<file path="src/rtl/hwd_pkg.sv">
package hwd_pkg;
  typedef enum logic [1:0] {
    PM_RUN  = 2'b00,
    PM_WAIT = 2'b01,
    PM_DOZE = 2'b10,
    PM_STOP = 2'b11
  } pmode_e;
endpackage

</file>
<file path="src/rtl/hwd_freeze.sv">
module hwd_freeze
  import hwd_pkg::*;
(
  input  logic       en,
  input  logic [1:0] pmode,
  input  logic       frz_lp,
  output logic       frozen,
  output logic       lowpwr
);
  pmode_e mode;
  logic   sleep_light;

  always_comb begin
    mode        = pmode_e'(pmode);
    lowpwr      = (mode != PM_RUN);
    sleep_light = (mode == PM_WAIT) || (mode == PM_DOZE);
    frozen      = en && ((mode == PM_STOP) || (sleep_light && frz_lp));
  end
endmodule

</file>
<file path="src/rtl/hwd_seq.sv">
module hwd_seq #(
  parameter int W = 16,
  parameter logic [W-1:0] KEY_ARM  = 16'h5555,
  parameter logic [W-1:0] KEY_FIRE = 16'hAAAA
) (
  input  logic         clk,
  input  logic         rst_n,
  input  logic         en,
  input  logic         frozen,
  input  logic         beat,
  input  logic [W-1:0] data,
  output logic         svc_done
);
  logic armed;
  logic take;

  always_comb begin
    take     = en && !frozen && beat;
    svc_done = take && armed && (data == KEY_FIRE);
  end

  always_ff @(posedge clk or negedge rst_n) begin
    if (!rst_n)     armed <= 1'b0;
    else if (!en)   armed <= 1'b0;
    else if (take)  armed <= (data == KEY_ARM);
  end

  AST_FROZEN_ARM_KEPT: assert property (@(posedge clk) disable iff (!rst_n)
    (en && frozen) |=> (armed == $past(armed)));
  AST_DISABLED_DISARM: assert property (@(posedge clk) disable iff (!rst_n)
    !en |=> !armed);
endmodule

</file>
<file path="src/rtl/hwd_count.sv">
module hwd_count #(
  parameter int W = 16
) (
  input  logic         clk,
  input  logic         rst_n,
  input  logic         en,
  input  logic         frozen,
  input  logic         lowpwr,
  input  logic         svc_done,
  input  logic [W-1:0] reload,
  output logic [W-1:0] cnt,
  output logic         rst_req,
  output logic         wake_req
);
  localparam logic [W-1:0] ONE = W'(1);
  logic expire;

  always_comb expire = en && !frozen && !svc_done && (cnt == '0);

  always_ff @(posedge clk or negedge rst_n) begin
    if (!rst_n) begin
      cnt      <= '0;
      rst_req  <= 1'b0;
      wake_req <= 1'b0;
    end else begin
      rst_req  <= expire;
      wake_req <= expire && lowpwr;
      if (!en)                  cnt <= reload;
      else if (frozen)          cnt <= cnt;
      else if (svc_done || expire) cnt <= reload;
      else                      cnt <= cnt - ONE;
    end
  end

  AST_FREEZE_HOLD: assert property (@(posedge clk) disable iff (!rst_n)
    (en && frozen) |=> (cnt == $past(cnt)));
  AST_LIVE_DECR: assert property (@(posedge clk) disable iff (!rst_n)
    (en && !frozen && !svc_done && cnt != '0) |=> (cnt == $past(cnt) - ONE));
  AST_SERVICE_LOAD: assert property (@(posedge clk) disable iff (!rst_n)
    svc_done |=> (cnt == $past(reload) && !rst_req));
  AST_NO_PULSE_FROZEN: assert property (@(posedge clk) disable iff (!rst_n)
    frozen |=> !rst_req);
  AST_EXPIRE_PULSE: assert property (@(posedge clk) disable iff (!rst_n)
    rst_req |-> ($past(cnt) == '0 && $past(en)));
  AST_WAKE_SUBSET: assert property (@(posedge clk) disable iff (!rst_n)
    wake_req |-> rst_req);
  AST_DISABLED_QUIET: assert property (@(posedge clk) disable iff (!rst_n)
    !en |=> (!rst_req && cnt == $past(reload)));
endmodule

</file>
<file path="src/rtl/holdable_watchdog.sv">
module holdable_watchdog #(
  parameter int W = 16,
  parameter logic [W-1:0] KEY_ARM  = 16'h5555,
  parameter logic [W-1:0] KEY_FIRE = 16'hAAAA
) (
  input  logic         clk,
  input  logic         rst_n,
  input  logic         en,
  input  logic [1:0]   pmode,
  input  logic         frz_lp,
  input  logic [W-1:0] reload,
  input  logic         svc_valid,
  input  logic [W-1:0] svc_data,
  output logic         svc_ready,
  output logic [W-1:0] count,
  output logic         rst_req,
  output logic         wake_req
);
  logic frozen, lowpwr, svc_done;

  assign svc_ready = 1'b1;

  hwd_freeze u_freeze (
    .en(en), .pmode(pmode), .frz_lp(frz_lp),
    .frozen(frozen), .lowpwr(lowpwr)
  );

  hwd_seq #(.W(W), .KEY_ARM(KEY_ARM), .KEY_FIRE(KEY_FIRE)) u_seq (
    .clk(clk), .rst_n(rst_n), .en(en), .frozen(frozen),
    .beat(svc_valid && svc_ready), .data(svc_data), .svc_done(svc_done)
  );

  hwd_count #(.W(W)) u_count (
    .clk(clk), .rst_n(rst_n), .en(en), .frozen(frozen), .lowpwr(lowpwr),
    .svc_done(svc_done), .reload(reload),
    .cnt(count), .rst_req(rst_req), .wake_req(wake_req)
  );

  AST_READY_HIGH: assert property (@(posedge clk) disable iff (!rst_n)
    svc_ready);
  AST_STOP_QUIET: assert property (@(posedge clk) disable iff (!rst_n)
    (en && pmode == 2'b11) |=> (count == $past(count)));
endmodule

</file>
<file path="config.mk">
export PLATFORM = sky130hd
export DESIGN_NAME = holdable_watchdog
export DESIGN_NICKNAME = d
export VERILOG_FILES = /design/src/rtl/hwd_pkg.sv /design/src/rtl/hwd_freeze.sv /design/src/rtl/hwd_seq.sv /design/src/rtl/hwd_count.sv /design/src/rtl/holdable_watchdog.sv
export SDC_FILE = /design/constraint.sdc
export NUM_CORES = 1
export LEC_CHECK = 0
export BUFFER_PORTS_ARGS = -buffer_cell sky130_fd_sc_hd__buf_2
export CORE_MARGIN = 1.5
export CORE_UTILIZATION = 43
export DETAILED_ROUTE_END_ITERATION = 12
export GPL_TIMING_DRIVEN = 0
export PLACE_DENSITY = 0.76
export SKIP_CTS_REPAIR_TIMING = 1
export SLEW_MARGIN = 40
export SYNTH_ARGS = -nofsm -noshare
export SYNTH_HDL_FRONTEND = slang
export SYNTH_SLANG_ARGS = --single-unit
</file>
<file path="constraint.sdc">
create_clock -name clk -period 1.8 [get_ports clk]
set_input_delay 0.27 -clock clk [delete_from_list [all_inputs] [get_ports clk]]
set_output_delay 0.27 -clock clk [all_outputs]
set_load 0.05 [all_outputs]
</file>
# [Yosys cells after proc, flatten, opt, wreduce, memory -nomap -nowiden]
# Index checks and enable logic that the tools add are counted.
[classes] multipliers=0 bitwise_logic=0 n_lt_le_gt_ge=0 n_eq_ne=7 add_sub_neg=1 n_reduce_logical=16 n_shift=0 div_mod_pow=0 muxes=5
[ops] operator="2-to-1 mux 16 bit" count=3
[ops] operator="== test 16 x 15 -> 1 bit (second input constant)" count=1
[ops] operator="== test 16 bit (second input constant)" count=1
[ops] operator="logical NOT 16 bit" count=1
[ops] operator="subtractor 16 x 1 -> 16 bit (second input constant)" count=1
[ops] operator="logical AND 1 bit" count=9
[ops] operator="== test 2 bit (second input constant)" count=2
[ops] operator="logical OR 1 bit" count=3
[ops] operator="== test 2 x 1 -> 1 bit (second input constant)" count=1
[ops] operator="logical NOT 1 bit" count=2
[ops] operator="2-to-1 mux 1 bit" count=2
[ops] operator="!= test 2 x 1 -> 1 bit (second input constant)" count=1
[ops] operator="!= test 2 bit (second input constant)" count=1
[ops] operator="nonzero test 2 bit" count=1
[word_totals] romBits=0 latch_bits=0 ram_bits=0 regBits=19 mem_count=0

# [Depth between registers and ports, before layout]
# Gate-level depths: netlist (run 1).
[logic_depth] depth_word=17 mapped_depth=9 mapped_depth_nobuf=8

# [Hierarchy]
# Synthesis (run 1) repeated with hierarchy kept, for this count alone.
[unflattened] hier_cells=154 hier_area_um2=1353.8
[modules_own_cells] module="hwd_count" area_each_um2=1143.6 instances=1 cells_each=129 seq_area_each_um2=450.4
[modules_own_cells] module="hwd_seq" area_each_um2=151.4 instances=1 cells_each=16 seq_area_each_um2=25.0
[modules_own_cells] module="hwd_freeze" area_each_um2=47.5 instances=1 cells_each=7 seq_area_each_um2=0.0
[modules_own_cells] module="holdable_watchdog" area_each_um2=11.3 instances=1 cells_each=2 seq_area_each_um2=0.0

# [Worst setup path before layout (run 1)]
# Ideal clock, no wire load.
[synth_path] kind="register to register" start="register u_count.cnt[0]" end="register u_count.cnt[1]" period_less_slack_ps=2129 path_slack_ps=-329 path_stages_with_launch=10 arrival_ps=2000 path_cell_list="dfrtp_1 -> inv_1 -> ha_1 -> nor4bb_1 -> nand4_1 -> o22ai_2 -> nor2_2 -> buf_2 -> mux2i_1 -> o21ai_1"
[synth_between] elab_chain_len=6 elab_cells_between_ends=7
[synth_rtl] item="from (decl)" line_no="hwd_count.sv:11" rtl="output logic [W-1:0] cnt,"
[synth_rtl] item="from (signal assigned)" line_no="hwd_count.sv:28" rtl="if (!en) cnt <= reload;"
[synth_rtl] item="from (signal assigned)" line_no="hwd_count.sv:29" rtl="else if (frozen) cnt <= cnt;"
[synth_rtl] item="from (signal assigned)" line_no="hwd_count.sv:30" rtl="else if (svc_done || expire) cnt <= reload;"
[synth_rtl] item="parallel branches: the longest is 3 deep, another holds subtractor 16 x 1 -> 16 bit"
[synth_rtl] item="2-to-1 mux 16 bit *" line_no="hwd_count.sv:30"
[synth_rtl] item="2-to-1 mux 16 bit *" line_no="hwd_count.sv:29"
[synth_rtl] item="2-to-1 mux 16 bit *" line_no="hwd_count.sv:28"
# Every way passes the cells marked *. The select of a mux whose other input is x is not followed.
# A chain may end at the register's enable or synchronous reset.

# [Worst setup path after layout (run 1)]
[layout_path] start="register u_count.cnt[1]" end="register u_count.cnt[12]"
# The elaborated chain is that of the path after synthesis.

==> results.md, run 1 <==
* Sw Ratio at 43.9%
* GRT overflow at 0
* P_sw at 0.596 mW
* Total nets after synthesis at 202
* Clock transition at the registers of the reported paths at about 0.12 ns
* Largest net degree at the start of global routing at 20
* Final setup viols at 15
* DIE HEIGHT at 59.7 um
* Max layer used: met4
* Seq cells post-synth at 19
* Total track usage at between 20% and 30%
* CP startpoint kind: register
* Minimum hold slack at between 0.15 and 0.2 ns
* Seq pwr share at 41.7%
* TritonCTS buffer count at 3
* Routability congestion estimate at 0.840
* DRC viols at 0
* Clock share of power at 16.8%
* Diodes inserted at 0
* Power Dens Cells at 664 nW/um^2
* Clock latency on the worst-skew pair at a little over 0.3 ns
* Slew @ Worst Pin at 0.554 ns
* # rows at 20
* Post-synth design cell area at 1380 um^2
* Power consumption at 1.36 mW
* Wire per inst at 15.0 um
* DR vias/cell at 5.65
* Predominant post-synthesis flop cell: dfrtp_1
* Area leader, netlist: dfrtp_1
* Final setup TNS at -1.53 ns
* First-pass GRT wire length at slightly above 6 mm
* Delay of the slowest critical-path stage at between 0.4 and 0.5 ns
* Via count at around 1,500
* Ranking of synthesized cells by area: dfrtp_1 (34%), nor2_1 (5.2%), nor4bb_1 (5.1%)
* Crit path capture type: register
* CTS tree: done
* Reg area at approximately 490 um^2
* Layout area overhead at 47.9%
* Cell chain of the critical path: inv_4, ha_4, nor4bb_4, nand4_1, o22ai_4, nor2_4, buf_4, mux2i_1, a31oi_1
* Internal at 0.763 mW
* Final Instance Area at roughly 2000 um^2
* Nets at 274
* Layout fillers at 262
* Hold crit path type: input pin to register
* Async set-reset flop share out of synthesis at 100%
* Commonest non-fill, non-tap cell in the layout: buf_2
* Worst setup path startpoint: u_count.cnt[1]$_DFFE_PN0P_
* Layout Skew at 0.00333 ns
* Worst Path Required at roughly 2.0 ns
* Most frequent cells in the layout: buf_2 (57), nor2_1 (12), nand4_1 (11), dfrtp_1 (11), nand2_1 (9)
* Max Buffers Root-to-Sink at 2
* Initial Utilization at between 40 and 50%
* Final Routed Wirelength at ~4.1 mm
* M1 WL at roughly 1.8 mm
* Pre-antenna DRT Iters at 4
* Syn Inst Count at 159
* Failing checks: setup timing
* DRT antenna net count at 0
* # clock sinks at 19
* Peak VDD IR at 0.477 mV
* Final Hold Viols at 0
* Detailed Route Iter0 Violations at 60
* Top-level port count at 58
* Leak pwr at 0.872 nW
* DR WL met3 at 185 um
* Final critical-path share of the clock period at 109%
* Worst hold start: reload[0]
* YS warnings at 0
* Post-synth EDFFs at 0
* DR WL met2 at 2.06 mm
* CP max stage cell: dfrtp_2
* Syn_area_per_cell at between 8 and 9 um^2
* Worst-path maximum fanout at 6
* Post-route worst setup slack at -0.161 ns
* Netlist cell types at 41
* CTS root buf: clkbuf_4
* R2r startpoint: u_count.cnt[1]$_DFFE_PN0P_
* RSZ-0062 raised after global routing: true
* Sequential area share after synthesis at 34.4%
* H-tree depth at 1
* Share of layout cells above drive strength 1 at around 50%
* Die area at 3570 um^2
* Max_cap viols at 0
* Crit Path Class: register to register
* Die Wd at roughly 60 um
* Area share of the largest cell type after synthesis at 34.4%
* Core area at between 3000 and 4000 um^2
* Final min period at 1.96 ns
* Antenna violations before repair at 0
* Final slew viol count at 0
* Placed Area at 1740 um^2
* Pre-CTS setup slack at -0.392 ns
* Fmax at around 500 MHz
* Vias in the first global route at 1,338
* Multi-input gate area in the final layout at 1010 um^2
* Combinational power share at 41.4%
* Status: finished, violations left
* Port bufs at 56
* Detail Placement HPWL at 2.87 mm
* Slew HR at a little over three fifths
* Crit path DAT at ~2.1 ns
routing by layer:
| layer | up-vias | track usage [%] |
|---|---|---|
| li1 | 745 | - |
| met1 | 753 | 32.6 |
| met2 | 42 | 36.8 |
| met3 | 7 | 2.60 |
| met4 | 0 | 4.76 |
| met5 | - | 0 |
worst paths after layout:
check,endpoint,slack [ns],cells past startpoint
max,u_count.cnt[12]$_DFFE_PN0P_,-0.16,9
min,u_count.cnt[0]$_DFFE_PN0P_,0.17,3
max reg2reg,u_count.cnt[12]$_DFFE_PN0P_,-0.16,9
min reg2reg,u_seq.armed$_DFFE_PN0P_,0.61,3
max in group asynchronous,u_count.cnt[10]$_DFFE_PN0P_,1.06,2
min in group asynchronous,u_seq.armed$_DFFE_PN0P_,0.42,2
synth_stat cells (all sizes together), types with 2 or more instances:
library cell and number:
nand3 10, ha 4, nor3 5, inv 9, o2bb2ai 2, nor4bb 7, o21ai 10, a31oi 4
and4b 2, nor4 5, nand4 11, clkbuf 2, dfrtp 19, mux2i 3, nand2 13, buf 4
o21a 4, o22ai 2, a21oi 5, nor2 20, o221a 6, a21o 2
registers in the layout (all words and copies together), names as in the netlist:
signal	cells
u_count.wake_req	1
u_seq.armed	1
u_count.cnt	16
u_count.rst_req	1
final cells by class:
class                   instances  share of cell area [%]
flip-flops and latches         19                    23.7
well taps                      44                    2.69
clock inverters                 1                   0.244
repair buffers                 67                    19.1
multi-input cells             125                    49.1
clock buffers                   3                    1.10
plain buffers                   6                    2.26
inverters                       9                    1.77
power groups by stage:
stage          Combinational (mW)  Clock [mW]  Sequential (mW)
2_1_floorplan               0.172           0            0.709
3_3_place_gp                0.467           0            0.560
3_5_place_dp                0.474           0            0.559
4_1_cts                     0.476       0.226            0.552
5_1_grt                     0.604       0.252            0.576
6_report                    0.563       0.229            0.567
worst max-delay path, delay by kind of cell, from the launching register on:
| kind | cells | cell delay [ns] |
|---|---|---|
| AO/OA/AOI/OAI | 2 | 0.32 |
| buffers and inverters | 2 | 0.24 |
| adder cells (fa/ha/maj) | 1 | 0.13 |
| flip-flops | 1 | 0.46 |
| AND/OR/NAND/NOR | 3 | 0.51 |
| multiplexers | 1 | 0.16 |
logic make-up after synthesis:
logic type	count (synthesis)	share of synthesized area [%]
mux	3	2.17
flops	19	34.4
fa+ha+maj	4	3.62
compound gates	38	20.4
buf+inv	15	4.61
simple gates	79	34.5
other cells	1	0.271
metrics by stage:
step / instances / util (%)
2_1_floorplan: 159 / -
3_3_place_gp: 259 / 57.0
3_5_place_dp: 259 / 57.0
4_1_cts: 263 / 58.0
5_1_grt: 274 / 67.0
6_report: 274 / 67.0
Power figures use the tool's default switching activity.
==> run 2: changes to the inputs <==
Settings changed: ABC_AREA set to 1, CORE_UTILIZATION 43 to 45.
==> results.md, run 2 <==
* First-pass GRT wire length at 6.98 mm
* Hold Path Cell Cnt at 4
* Crit path DAT at 1.89 ns
* Grt met2 use at 34.5%
* Leak pwr at between 1 and 1.5 nW
* Detailed Route Iter0 Violations at between 100 and 150
* Vias in the first global route at approximately 1,600
* Nets at 364
* CP startpoint kind: register
* Layout area overhead at 24.6%
* Routability congestion estimate at 0.833
* DIE HEIGHT at about 63 um
* Via count at between 1,500 and 2,000
* DR vias/cell at 4.79
* Seq cells post-synth at 19
* Ranking of synthesized cells by area: dfrtp_1 (30%), nand2_1 (20%), nand3_1 (14%)
* Area leader, netlist: dfrtp_1
* Wire per inst at 10.9 um
* Fmax at 609 MHz
* CP most frequent cell: nand3_1
* Sequential area share after synthesis at 29.6%
* # clock sinks at 19
* Worst Path Required at 2.05 ns
* Met3 GRT Util at under 10%
* Peak VDD IR at 0.532 mV
* Pre-antenna DRT Iters at 4
* Largest Register: u_count.cnt
* Syn_area_per_cell at 6.25 um^2
* Most frequent cells in the layout: nand2_1 (85), buf_2 (57), nand3_1 (44)
* TritonCTS buffer count at 3
* Total track usage at 22.2%
* Final Hold Viols at 0
* Placed Instances at 359
* Final Instance Area at 2000 um^2
* Final slew viol count at 0
* Total nets after synthesis at 300
* Layout Cells excl Fill at 366
* Crit path capture type: register
* CP max stage cell: dfrtp_2
* Largest register FFs at 16
* GRT overflow at 0
* Antenna violations before repair at 0
* Commonest non-fill, non-tap cell in the layout: nand2_1
* Post-synth EDFFs at 0
* Top-level port count at 58
* Max_cap viols at 0
* Predominant post-synthesis flop cell: dfrtp_1
* Core area at 3390 um^2
* Final setup viols at 0
* Initial Utilization at 47.4%
* Area share of the largest cell type after synthesis at 29.6%
* Cells on worst reg2reg path at 11
* YS warnings at 0
* Async set-reset flop share out of synthesis at 100%
* Netlist cell types at 27
* Die area at 3940 um^2
* Met1 Use GR at 30.8%
* DRT antenna net count at 0
* Power Dens Cells at 744 nW/um^2
* DRC viols at 0
* Post-synth design cell area at 1610 um^2
* Diodes inserted at 0
* Share of layout cells above drive strength 1 at about 24%
* Most common library cells after synthesis: nand2_1 (85), nand3_1 (44), inv_1 (40)
* Final critical-path share of the clock period at between 90% and 100%
* Final Routed Wirelength at 4.01 mm
* CTS root buf: clkbuf_4
* Max Buffers Root-to-Sink at 2
* Final min period at 1.64 ns
* Clock transition at the registers of the reported paths at 0.12 ns
* Layout Skew at 0.0100 ns
* Syn Inst Count at 257
* Power consumption at 1.49 mW
* Cell chain of the critical path: inv_2, ha_1, nand3_1, nor2_1, nand3_2, nand2_1, inv_2, buf_6, nand3_1, nand3_1, nand2_1
* Detail Placement HPWL at 3.13 mm
* Minimum hold slack at 0.241 ns
* Largest net degree at the start of global routing at 20
* Worst-path maximum fanout at 10
* Layout fillers at 328
* Clock latency on the worst-skew pair at 0.31 ns
* Final setup TNS at 0 ns
* H-tree depth at 1
* Status: complete, no violations
* CTS tree: done
* Gr busiest metal: met2
* Delay of the slowest critical-path stage at 0.46 ns
* Hold crit path type: input pin to register
* Port bufs at between 50 and 60
* Crit Path Class: register to register
* # rows at 21
* Placed Area at 1950 um^2
* Most frequent cell after synthesis: nand2_1
* Die Wd at 62.8 um
## run 2: changes by cell type in the layout (fill, tap and decap cells not counted), sizes merged, moves of 7 or more
cell / change
o21ai: -10
nor2: +12
nand3: +37
nand4: -9
nor4bb: -7
inv: +33
nand2: +73
## run 2: final cells by class
class / count / area (um^2) / share of cell area (%)
Clock buffer: 4 / 26.3 / 1.31
Sequential cell: 19 / 477 / 23.8
Multi-Input combinational cell: 190 / 928 / 46.4
Tap cell: 46 / 57.6 / 2.88
Inverter: 42 / 158 / 7.87
Buffer: 6 / 50.0 / 2.50
Timing Repair Buffer: 59 / 305 / 15.3
## run 2: worst max-delay path, delay by kind of cell (launching register included)
kind,cells,cell delay (ns)
and+or+nand+nor,7,0.67
DFF,1,0.46
buffers and inverters,3,0.29
adders and majority gates,1,0.15
## run 2: logic make-up (layout without fill, tap and decap cells)
kind of cell / count (synthesis) / in the layout / share of synthesized area (%)
simple gates: 176 / 176 / 49.4
other cells: 1 / 1 / 0.233
fa+ha+maj: 4 / 4 / 3.12
compound gates: 2 / 2 / 0.935
flops: 19 / 19 / 29.6
buf+inv: 48 / 111 / 12.9
xor+xnor: 7 / 7 / 3.82
## run 2: final timing paths
| kind | start | endpoint | slack (ns) |
|---|---|---|---|
| worst max-delay path | u_count.cnt[0]$_DFFE_PN0P_ | u_count.cnt[4]$_DFFE_PN0P_ | 0.16 |
| worst min-delay path | svc_data[11] | u_seq.armed$_DFFE_PN0P_ | 0.24 |
| worst max register to register | u_count.cnt[0]$_DFFE_PN0P_ | u_count.cnt[4]$_DFFE_PN0P_ | 0.16 |
| worst min register to register | u_count.cnt[15]$_DFFE_PN0P_ | u_count.cnt[15]$_DFFE_PN0P_ | 0.55 |
| max in group asynchronous | rst_n | u_count.cnt[0]$_DFFE_PN0P_ | 1.06 |
| min in group asynchronous | rst_n | u_count.cnt[9]$_DFFE_PN0P_ | 0.42 |
## run 2: layer usage
metal | part of all wire (%) | wire [um]
met4 | 1.4 | 57
met1 | 47 | 1880
met5 | 0 | 0
met3 | 4.6 | 186
met2 | 47 | 1880
## run 2: through the flow
step                worst slack, ns  util (%)
floorplan                    0.0308         -
global placement            -0.0793      57.4
detailed placement           -0.132      57.4
CTS                          0.0323      58.2
global route               -0.00107      59.1
finish                        0.159      59.1
## run 2: power by group
group	total, mW	internal (mW)	leakage [nW]	switching, mW
Clock	0.235	0.0866	0.0150	0.148
Combinational	0.674	0.208	0.901	0.466
Sequential	0.579	0.488	0.227	0.0916
Total	1.49	0.783	1.14	0.706
==> run 3: changes to the inputs <==
Settings changed: CORE_ASPECT_RATIO set to 2.
==> results.md, run 3 (synthesis results as in run 2) <==
* Fmax at 602 MHz
* Nets at 363
* Crit path capture type: register
* CTS tree: done
* Largest register FFs at 16
* Hold Path Cell Cnt at 5
* Worst Path Required at 1.95 ns
* Final slew viol count at 0
* Die Wd at 45.3 um
* Commonest non-fill, non-tap cell in the layout: nand2_1
* Via count at 1,764
* Final setup viols at 0
* H-tree depth at 1
* CP startpoint kind: register
* Detailed Route Iter0 Violations at 34
* TritonCTS buffer count at 3
* Layout fillers at 362
* Power Dens Cells at 776 nW/um^2
* Core area at 3420 um^2
* Placed Area at 1950 um^2
* Clock transition at the registers of the reported paths at roughly 0.080 ns
* Final Instance Area at 2020 um^2
* Top-level port count at between 50 and 60
* Largest net degree at the start of global routing at 20
* DIE HEIGHT at ~88 um
* DRC viols at 0
* CTS root buf: clkbuf_8
* # clock sinks at 19
* Flop2flop setup slack at about 0.14 ns
* Die area at 3960 um^2
* RSZ-0062 raised after global routing: true
* Final Hold Viols at 0
* Vias in the first global route at around 1,700
* Layout area overhead at 25.5%
* Pre-antenna DRT Iters at 4
* Worst-path maximum fanout at 10
* Max Buffers Root-to-Sink at 2
* Layout Utilization at 59.0%
* Final setup TNS at 0 ns
* Routability congestion estimate at 0.868
* Initial Utilization at 47.0%
* Most frequent cells in the layout: nand2_1 (85), buf_2 (57), nand3_1 (44)
* Detail Placement HPWL at 3.35 mm
* Post-route worst setup slack at 0.138 ns
* Layout Skew at 0.00277 ns
* Crit path DAT at 1.82 ns
* # rows at 30
* Minimum hold slack at between 0.2 and 0.3 ns
* Final min period at 1.66 ns
* Wire per inst at 11.1 um
* Final Routed Wirelength at 4.07 mm
* Cells on worst reg2reg path at 10
* Largest Register: u_count.cnt
* Leak pwr at around 1.1 nW
* Pre-CTS setup slack at -0.138 ns
* Multi-input gate area in the final layout at 926 um^2
* Share of layout cells above drive strength 1 at between 20% and 30%
* Crit Path Class: register to register
* Total track usage at between 20% and 30%
* Antenna violations before repair at 0
* Slew HR at 66.7%
* DRT antenna net count at 0
* Max_cap viols at 0
* Slew @ Worst Pin at 0.499 ns
* Peak VDD IR at 0.454 mV
* Reg area at 477 um^2
* Port bufs at 56
* Status: complete, no violations
* GRT overflow at 0
* Final critical-path share of the clock period at 92.3%
* Diodes inserted at 0
* Clock latency on the worst-skew pair at 0.26 ns
* Hold crit path type: input pin to register
* First-pass GRT wire length at 7.00 mm
* DR vias/cell at 4.81
-- run 3: cell type report --
| type | count | area share (%) |
|---|---|---|
| Tap cell | 48 | 2.98 |
| Timing Repair Buffer | 59 | 15.1 |
| Sequential cell | 19 | 23.6 |
| Clock buffer | 4 | 2.23 |
| Inverter | 42 | 7.82 |
| Multi-Input combinational cell | 190 | 45.9 |
| Buffer | 5 | 2.30 |
-- run 3: critical path, stage by stage, from the launching register on --
cell,delay (ns)
dfrtp_2,0.44
inv_2,0.09
ha_1,0.16
nand3_1,0.08
nor2_1,0.14
nand3_2,0.16
nand3_4,0.17
buf_8,0.14
nand2_1,0.05
nand3_1,0.08
nand2_1,0.05
-- run 3: path summary, 6_finish.rpt --
path / to / start
setup / recovery: u_count.cnt[1]$_DFFE_PN0P_ / u_count.cnt[0]$_DFFE_PN0P_
hold reg to reg: u_count.cnt[0]$_DFFE_PN0P_ / u_count.cnt[0]$_DFFE_PN0P_
hold / removal: u_count.cnt[5]$_DFFE_PN0P_ / reload[5]
setup reg to reg: u_count.cnt[1]$_DFFE_PN0P_ / u_count.cnt[0]$_DFFE_PN0P_
min in group asynchronous: u_count.cnt[4]$_DFFE_PN0P_ / rst_n
max in group asynchronous: u_count.cnt[0]$_DFFE_PN0P_ / rst_n
-- run 3: power breakdown --
group          switching [mW]  total (mW)  internal (mW)
clock network           0.153       0.311          0.158
registers              0.0898       0.578          0.488
logic                   0.468       0.676          0.208
total                   0.711        1.56          0.854
-- run 3: through the flow --
| step | instances | total power [mW] |
|---|---|---|
| CTS | 365 | 1.57 |
| finish | 367 | 1.56 |
| floorplan | 257 | 1.07 |
| global route | 367 | 1.67 |
| detailed placement | 361 | 1.26 |
| global placement | 361 | 1.25 |
-- run 3: per-layer routing --
| layer | global-route usage, % | vias to the layer above | wire [um] |
|---|---|---|---|
| li1 | - | 918 | - |
| met1 | 22.6 | 791 | 1470 |
| met5 | 0 | - | 0 |
| met2 | 46.2 | 49 | 2400 |
| met4 | 8.29 | 0 | 57 |
| met3 | 2.49 | 6 | 141 |
